--- config.mk ---
export PLATFORM = sky130hd
export DESIGN_NAME = sci_tx
export DESIGN_NICKNAME = d
export VERILOG_FILES = /design/src/rtl/sci_tx_pkg.sv /design/src/rtl/sci_tx_regs.sv /design/src/rtl/sci_tx_ctl.sv /design/src/rtl/sci_tx_shift.sv /design/src/rtl/sci_tx.sv
export SDC_FILE = /design/constraint.sdc
export NUM_CORES = 1
export LEC_CHECK = 0
export BUFFER_PORTS_ARGS = -buffer_cell sky130_fd_sc_hd__buf_2
export CAP_MARGIN = 20
export CORE_MARGIN = 2
export CORE_UTILIZATION = 45
export DETAILED_ROUTE_END_ITERATION = 10
export PLACE_DENSITY_LB_ADDON = 0.1
export SYNTH_ARGS = -nofsm -noshare
export SYNTH_HDL_FRONTEND = slang
export SYNTH_SLANG_ARGS = --single-unit
--- constraint.sdc ---
create_clock -name clk -period 1.3 [get_ports clk]
set_input_delay 0.13 -clock clk [delete_from_list [all_inputs] [get_ports clk]]
set_output_delay 0.13 -clock clk [all_outputs]
set_load 0.02 [all_outputs]
--- src/rtl/sci_tx_pkg.sv ---
package sci_tx_pkg;

  localparam int REG_W  = 8;
  localparam int ADDR_W = 2;

  typedef enum logic [ADDR_W-1:0] {
    REG_CTRL = 2'd0,
    REG_STAT = 2'd1,
    REG_DATA = 2'd2,
    REG_NONE = 2'd3
  } reg_sel_e;

  // control register layout, MSB first
  typedef struct packed {
    logic [1:0] spare;
    logic       done_ie;
    logic       ready_ie;
    logic       brk;
    logic       bit9;
    logic       len9;
    logic       en;
  } ctrl_t;

endpackage

--- src/rtl/sci_tx_regs.sv ---
module sci_tx_regs
  import sci_tx_pkg::*;
(
  input  logic              clk,
  input  logic              rst_n,
  input  logic              wr_en,
  input  logic [ADDR_W-1:0] wr_addr,
  input  logic [REG_W-1:0]  wr_data,
  input  logic [ADDR_W-1:0] rd_addr,
  input  logic              ready,
  input  logic              done,
  output ctrl_t             ctrl,
  output logic [REG_W-1:0]  rd_data
);

  ctrl_t ctrl_q, ctrl_d;
  logic  ctrl_we;

  assign ctrl_we = wr_en && (wr_addr == REG_CTRL);

  always_comb begin
    ctrl_d = ctrl_q;
    if (ctrl_we) ctrl_d = ctrl_t'(wr_data);
  end

  always_ff @(posedge clk or negedge rst_n) begin
    if (!rst_n) ctrl_q <= '0;
    else        ctrl_q <= ctrl_d;
  end

  assign ctrl = ctrl_q;

  always_comb begin
    rd_data = '0;
    case (rd_addr)
      REG_CTRL: rd_data = ctrl_q;
      REG_STAT: rd_data = {{(REG_W-2){1'b0}}, done, ready};
      default:  rd_data = '0;
    endcase
  end

  // status writes leave the control register alone
  p_stat_write_r8: assert property (@(posedge clk) disable iff (!rst_n)
    (wr_en && wr_addr == REG_STAT) |=> $stable(ctrl_q));

  // control readback matches the last write
  p_ctrl_write_r11: assert property (@(posedge clk) disable iff (!rst_n)
    (wr_en && wr_addr == REG_CTRL) |=> (ctrl_q == $past(wr_data)));

endmodule

--- src/rtl/sci_tx_ctl.sv ---
module sci_tx_ctl
  import sci_tx_pkg::*;
#(
  parameter int DATA_W = 8
) (
  input  logic              clk,
  input  logic              rst_n,
  input  logic              data_wr,
  input  logic [DATA_W-1:0] wr_data,
  input  logic              en,
  input  logic              ready_ie,
  input  logic              done_ie,
  input  logic              busy,
  input  logic              frame_end,
  output logic              ready,
  output logic              done,
  output logic              start,
  output logic [DATA_W-1:0] start_data,
  output logic              irq
);

  logic              ready_q, ready_d;
  logic              done_q, done_d;
  logic              pend_q, pend_d;
  logic [DATA_W-1:0] hold_q, hold_d;
  logic              accept;

  assign accept     = data_wr && ready_q;
  assign start      = en && !busy && (pend_q || accept);
  assign start_data = accept ? wr_data : hold_q;

  always_comb begin
    ready_d = ready_q;
    done_d  = done_q;
    pend_d  = pend_q;
    hold_d  = hold_q;
    if (accept) hold_d = wr_data;
    if (start) begin
      ready_d = 1'b0;
      done_d  = 1'b0;
      pend_d  = 1'b0;
    end else begin
      if (accept)    pend_d  = 1'b1;
      if (frame_end) begin
        ready_d = 1'b1;
        done_d  = 1'b1;
      end
    end
  end

  always_ff @(posedge clk or negedge rst_n) begin
    if (!rst_n) begin
      ready_q <= 1'b1;
      done_q  <= 1'b1;
      pend_q  <= 1'b0;
      hold_q  <= '0;
    end else begin
      ready_q <= ready_d;
      done_q  <= done_d;
      pend_q  <= pend_d;
      hold_q  <= hold_d;
    end
  end

  assign ready = ready_q;
  assign done  = done_q;
  assign irq   = (ready_ie && ready_q) || (done_ie && done_q);

  // a write while not ready does not touch the held character
  p_blocked_r2: assert property (@(posedge clk) disable iff (!rst_n)
    (data_wr && !ready_q) |=> $stable(hold_q));

  // starting a frame clears both flags
  p_start_clears_r3: assert property (@(posedge clk) disable iff (!rst_n)
    start |=> (!ready_q && !done_q));

  // ready is never set while the shifter runs
  p_busy_not_ready_r3: assert property (@(posedge clk) disable iff (!rst_n)
    busy |-> !ready_q);

  // a held character only exists while ready
  p_pend_ready_r4: assert property (@(posedge clk) disable iff (!rst_n)
    pend_q |-> ready_q);

  // end of frame restores both flags
  p_end_sets_r7: assert property (@(posedge clk) disable iff (!rst_n)
    frame_end |=> (ready_q && done_q));

  // a request needs at least one flag
  p_irq_flag_r9: assert property (@(posedge clk) disable iff (!rst_n)
    irq |-> (ready_q || done_q));

endmodule

--- src/rtl/sci_tx_shift.sv ---
module sci_tx_shift #(
  parameter int DATA_W = 8
) (
  input  logic              clk,
  input  logic              rst_n,
  input  logic              tick,
  input  logic              load,
  input  logic              len9,
  input  logic              bit9,
  input  logic [DATA_W-1:0] load_data,
  output logic              busy,
  output logic              line_bit,
  output logic              frame_end
);

  localparam int FRAME_W = DATA_W + 3;
  localparam int CNT_W   = $clog2(FRAME_W + 1);
  localparam logic [CNT_W-1:0] LAST_LONG  = CNT_W'(FRAME_W - 1);
  localparam logic [CNT_W-1:0] LAST_SHORT = CNT_W'(FRAME_W - 2);

  logic [FRAME_W-1:0] sh_q, sh_d;
  logic [CNT_W-1:0]   cnt_q, cnt_d;
  logic [CNT_W-1:0]   last_q, last_d;
  logic               busy_q, busy_d;
  logic               step;

  assign step      = busy_q && tick;
  assign frame_end = step && (cnt_q == last_q);

  always_comb begin
    sh_d   = sh_q;
    cnt_d  = cnt_q;
    last_d = last_q;
    busy_d = busy_q;
    if (load) begin
      sh_d   = {1'b1, (len9 ? bit9 : 1'b1), load_data, 1'b0};
      cnt_d  = '0;
      last_d = len9 ? LAST_LONG : LAST_SHORT;
      busy_d = 1'b1;
    end else if (step) begin
      sh_d  = {1'b1, sh_q[FRAME_W-1:1]};
      cnt_d = cnt_q + CNT_W'(1);
      if (frame_end) busy_d = 1'b0;
    end
  end

  always_ff @(posedge clk or negedge rst_n) begin
    if (!rst_n) begin
      sh_q   <= '1;
      cnt_q  <= '0;
      last_q <= LAST_SHORT;
      busy_q <= 1'b0;
    end else begin
      sh_q   <= sh_d;
      cnt_q  <= cnt_d;
      last_q <= last_d;
      busy_q <= busy_d;
    end
  end

  assign busy     = busy_q;
  assign line_bit = busy_q ? sh_q[0] : 1'b1;

  // bit counter stays within the latched frame length
  p_cnt_range_r5: assert property (@(posedge clk) disable iff (!rst_n)
    busy_q |-> (cnt_q <= last_q));

  // a load puts the start bit on the line next cycle
  p_start_bit_r5: assert property (@(posedge clk) disable iff (!rst_n)
    load |=> (busy_q && !line_bit));

  // the shifter is idle after the final tick
  p_end_idle_r7: assert property (@(posedge clk) disable iff (!rst_n)
    frame_end |=> !busy_q);

endmodule

--- src/rtl/sci_tx.sv ---
module sci_tx
  import sci_tx_pkg::*;
#(
  parameter int DATA_W = 8
) (
  input  logic              clk,
  input  logic              rst_n,
  input  logic              bit_tick,
  input  logic              wr_en,
  input  logic [ADDR_W-1:0] wr_addr,
  input  logic [REG_W-1:0]  wr_data,
  input  logic [ADDR_W-1:0] rd_addr,
  output logic [REG_W-1:0]  rd_data,
  output logic              tx_line,
  output logic              irq
);

  logic        rs_meta_q, rs_sync_q;
  logic        rst_sync_n;
  ctrl_t       ctrl;
  logic        ready, done, start, busy, line_bit, frame_end, data_wr;
  logic [DATA_W-1:0] start_data;

  always_ff @(posedge clk or negedge rst_n) begin
    if (!rst_n) begin
      rs_meta_q <= 1'b0;
      rs_sync_q <= 1'b0;
    end else begin
      rs_meta_q <= 1'b1;
      rs_sync_q <= rs_meta_q;
    end
  end
  assign rst_sync_n = rs_sync_q;

  assign data_wr = wr_en && (wr_addr == REG_DATA);

  sci_tx_regs u_regs (
    .clk     (clk),
    .rst_n   (rst_sync_n),
    .wr_en   (wr_en),
    .wr_addr (wr_addr),
    .wr_data (wr_data),
    .rd_addr (rd_addr),
    .ready   (ready),
    .done    (done),
    .ctrl    (ctrl),
    .rd_data (rd_data)
  );

  sci_tx_ctl #(.DATA_W(DATA_W)) u_ctl (
    .clk        (clk),
    .rst_n      (rst_sync_n),
    .data_wr    (data_wr),
    .wr_data    (wr_data[DATA_W-1:0]),
    .en         (ctrl.en),
    .ready_ie   (ctrl.ready_ie),
    .done_ie    (ctrl.done_ie),
    .busy       (busy),
    .frame_end  (frame_end),
    .ready      (ready),
    .done       (done),
    .start      (start),
    .start_data (start_data),
    .irq        (irq)
  );

  sci_tx_shift #(.DATA_W(DATA_W)) u_shift (
    .clk       (clk),
    .rst_n     (rst_sync_n),
    .tick      (bit_tick),
    .load      (start),
    .len9      (ctrl.len9),
    .bit9      (ctrl.bit9),
    .load_data (start_data),
    .busy      (busy),
    .line_bit  (line_bit),
    .frame_end (frame_end)
  );

  assign tx_line = ctrl.brk ? 1'b0 : line_bit;

  // break holds the line low
  p_break_low_r10: assert property (@(posedge clk) disable iff (!rst_sync_n)
    ctrl.brk |-> !tx_line);

  // with both flags set and no break, the line idles high
  p_idle_high_r10: assert property (@(posedge clk) disable iff (!rst_sync_n)
    (ready && done && !ctrl.brk) |-> tx_line);

endmodule

==> metrics.md <==
| Metric | Value |
|---|---|
| Sw frac | 29.1% |
| Starting DRT DRC Count | 36 |
| Post-route DRC violation count | 0 |
| Reg2Reg Launch Point | u_ctl.done |
| Internal power component | 3.47 mW |
| Warning count from the yosys run | 0 |
| Net switching power | 1.42 mW |
| Maximum capacitance violations | 0 |
| Placement Rows | 22 |
| Detailed-routing iteration count for the pre-antenna-repair pass | 4 |
| First-pass GRT wire length | 5740 um |
| Combinational share of power | 34.3% |
| Largest buffer count on any clock path | 2 |
| Worst setup EP type | register |
| Top achievable clock speed | 659 MHz |
| Gr ovfl total | 0 |
| Largest family of logic cells by synthesized area | multiplexers |
| Clock root buffer master | clkbuf_8 |
| Global placement routability congestion | 0.832 |
| Slowest stage cell on the critical path | dfstp_2 |
| Class of the tightest hold or removal check | in2reg |
| Distinct cell type count of the synthesized netlist | 31 |
| Total half-perimeter wirelength after legalization and detailed placement | 2420 um |
| Failing checks | negative setup slack |
| Post-layout minimum cycle time | 1.52 ns |
| Via total after detailed routing | 1179 |
| Final worst hold slack | 0.0892 ns |
| Maximum number of pins on one net before global-route repair | 36 |
| Cell area after synthesis | 1730 sq um |
| Wire length per cell | 14.3 um |
| Maximum level of the CTS H-tree | 2 |
| Number of port buffers | 25 |
| Placement-stage cell area | 2050 sq um |
| Die span in y | 65.9 um |
| Leakage dissipation | 1.10 nW |
| Number of synthesized flops with an enable pin | 0 |
| Number of hold-slack violations in the final timing report | 0 |
| Post-Route Skew | 0.00924 ns |
| Start point of the critical path | u_ctl.done |
| Crit path kind | reg2reg |
| Antenna-violating nets left | 0 |
| CP Data Required Time | 1.51 ns |
| Die Outline Area | 4350 sq um |
| Register share of total power | 41.8% |
| Area fraction of the dominant cell type after synthesis | 36.3% |
| Type of element launching the critical path | register |
| Compound-Gate Fraction of Synth Area | 6.38% |
| Gate count of the mapped netlist | 134 |
| Total inserted antenna cells | 0 |
| Post-synthesis sequential element count | 37 |
| Final net count | 206 |
| Clock Sinks | 37 |
| GRT Overall Usage | 18.1% |
| Antenna violations before repair | 0 |
| Via count of the first global-routing pass | 1264 |
| Clock tree from TritonCTS | yes |
| Fraction of final layout cells sized beyond drive strength 1 | 55.8% |
| Post-route fraction of the period consumed by the critical path | 117% |
| Post-synth ARST share | 100% |
| Cell taking the most area after synthesis | dfrtp_1 |
| RSZ-0062 raised after global routing | true |
| Origin of the worst min-delay path | wr_data[4] |
| Multiplexer area fraction after synthesis | 21.4% |
| XOR/XNOR Fraction of Synth Area | 2.03% |
| Crit path setup slack, layout | -0.217 ns |
| Number of clock buffers inserted by TritonCTS | 5 |
| Number of max-slew violations in the final report | 0 |
| Area of the placeable core | 3660 sq um |
| Area growth from synthesis to layout | 33.6% |
| Top cells by area in the synthesized netlist | dfrtp_1 (36%), dfstp_2 (18%), mux2_2 (13%) |
| Sequential fraction of the synthesis area | 54.5% |
| Power density of the placed cells | 2120 nW/um^2 |
| Critical path's largest stage delay | 0.56 ns |
| Result of the run | finished with violations |
| Most used flip-flop cell after synthesis | dfrtp_1 |
| Total non-filler cell area in the finished layout | 2310 sq um |
| Post-DR vias/cell | 4.95 |
| DRT Wirelength | 3390 um |
| Crit path max fanout | 6 |
| Count of boundary I/O pins | 26 |
| Relative contribution of the clock network to total power | 23.9% |
| Crit-path cells | nand4b_4 -> buf_6 -> mux2_4 -> mux2_2 |
| Worst ir drop on vdd | 1270 uV |
| Clock-pin slew on the worst setup and hold paths | 0.08 ns |
| Post-synthesis share of cell area spent on and, or, nand and nor gates | 11.2% |
| Horiz. Die Dim | 65.9 um |
| Final setup violation count | 23 |
| Initial Util | 47.1% |
| Synth Area in Adders | 0.725% |
| Synthesized Nets | 151 |
| Setup TNS Final | -2.41 ns |
| Data arrival time of the critical path | 1.73 ns |
| Mean area per synthesized cell | 12.9 sq um |
| Clk Latency, worst-skew pair | 0.29 ns |
-- stage by stage --
stage	cells	utilization (%)	total power, mW	setup WS, ns
2_1_floorplan	134	-	3.02	-0.148
3_3_place_gp	226	55.9	3.44	-0.204
3_5_place_dp	226	55.9	3.51	-0.227
4_1_cts	238	61.6	4.82	-0.219
5_1_grt	238	63.0	5.23	-0.265
6_report	238	63.0	4.89	-0.217
-- placed cells by master (no fill, tap or decap), types with 3 or more instances in the layout --
cell type,count
nor2b_1,4
buf_2,21
xor2_1,3
mux2_4,5
inv_1,6
mux2_2,19
dfstp_2,12
mux2i_1,3
dfrtp_1,24
nor2_1,4
buf_4,23
mux2_1,3
and2_1,7
a21oi_1,5
buf_6,7
nand2_1,6
nand2b_1,3
clkbuf_8,5
-- kinds of logic after synthesis --
family / count (synthesis)
flip-flops: 37
multiplexers: 32
AND/OR/NAND/NOR: 32
AO/OA/AOI/OAI: 17
buffers and inverters: 10
XOR/XNOR: 4
adder cells (fa/ha/maj): 1
other: 1
-- synthesized netlist by cell type, drive strengths merged (3+ instances only) --
cell type,number
xor2,3
inv,6
mux2,27
nor2b,4
nor2,4
mux2i,5
buf,3
and2,7
a21oi,7
nand2b,3
dfstp,12
nand2,8
dfrtp,25
-- what timing repair did --
action | 4_1_cts | 5_1_grt
buffers inserted | 3 | 0
pin swaps | 0 | 5
endpoints found under the setup margin | 28 | 29
endpoints found under the hold margin | 2 | 0
hold buffers | 1 | 0
gates resized for setup | 10 | 13
-- power by group through the flow --
stage / Clock [mW] / Combinational [mW] / Sequential (mW)
floorplan: 0 / 1.05 / 1.97
global placement: 0 / 1.42 / 2.01
detailed placement: 0 / 1.48 / 2.04
CTS: 1.19 / 1.60 / 2.03
global route: 1.25 / 1.87 / 2.10
finish: 1.17 / 1.68 / 2.05
-- layer usage --
layer  routed length, um  GRT usage [%]  vias to the layer above
li1                    -              -                      566
met2                1690           29.9                       22
met3                 112           5.28                        2
met1                1570           22.8                      589
met4                  18           5.47                        0
met5                   0              0                        -
-- cell type report --
class / instances / area (sq um)
Tap cell: 48 / 60.1
Multi-Input combinational cell: 87 / 781
Timing Repair Buffer: 52 / 367
Inverter: 6 / 22.5
Clock inverter: 3 / 65.1
Sequential cell: 37 / 942
Clock buffer: 5 / 68.8
Fill cell: 295 / 1360
-- flip-flops by register name, summed over array words and instances (netlist names) --
signal	cells
u_shift.sh_q	10
u_ctl.hold_q	8
u_regs.ctrl	8
u_shift.cnt_q	4
u_shift.last_q	2
rs_meta_q	1
rs_sync_q	1
u_ctl.done	1
u_ctl.pend_q	1
u_shift.busy	1
-- worst paths after layout --
| check | end | slack, ns | cells after the start |
|---|---|---|---|
| min in group asynchronous | rs_meta_q | 0.16 | 2 |
| max | u_shift.sh_q[2] | -0.22 | 4 |
| max reg2reg | u_shift.sh_q[2] | -0.22 | 4 |
| min | u_regs.ctrl[4] | 0.09 | 2 |
| min reg2reg | u_shift.cnt_q[0] | 0.27 | 1 |
| max in group asynchronous | u_ctl.done | 0.68 | 1 |
-- critical path: cells and delay by family (launching register included) --
kind                   cells  cell delay [ns]
buffers and inverters      1             0.17
multiplexers               2             0.57
flip-flops                 1             0.56
AND/OR/NAND/NOR            1             0.16
(Power assumes the default switching activity.)
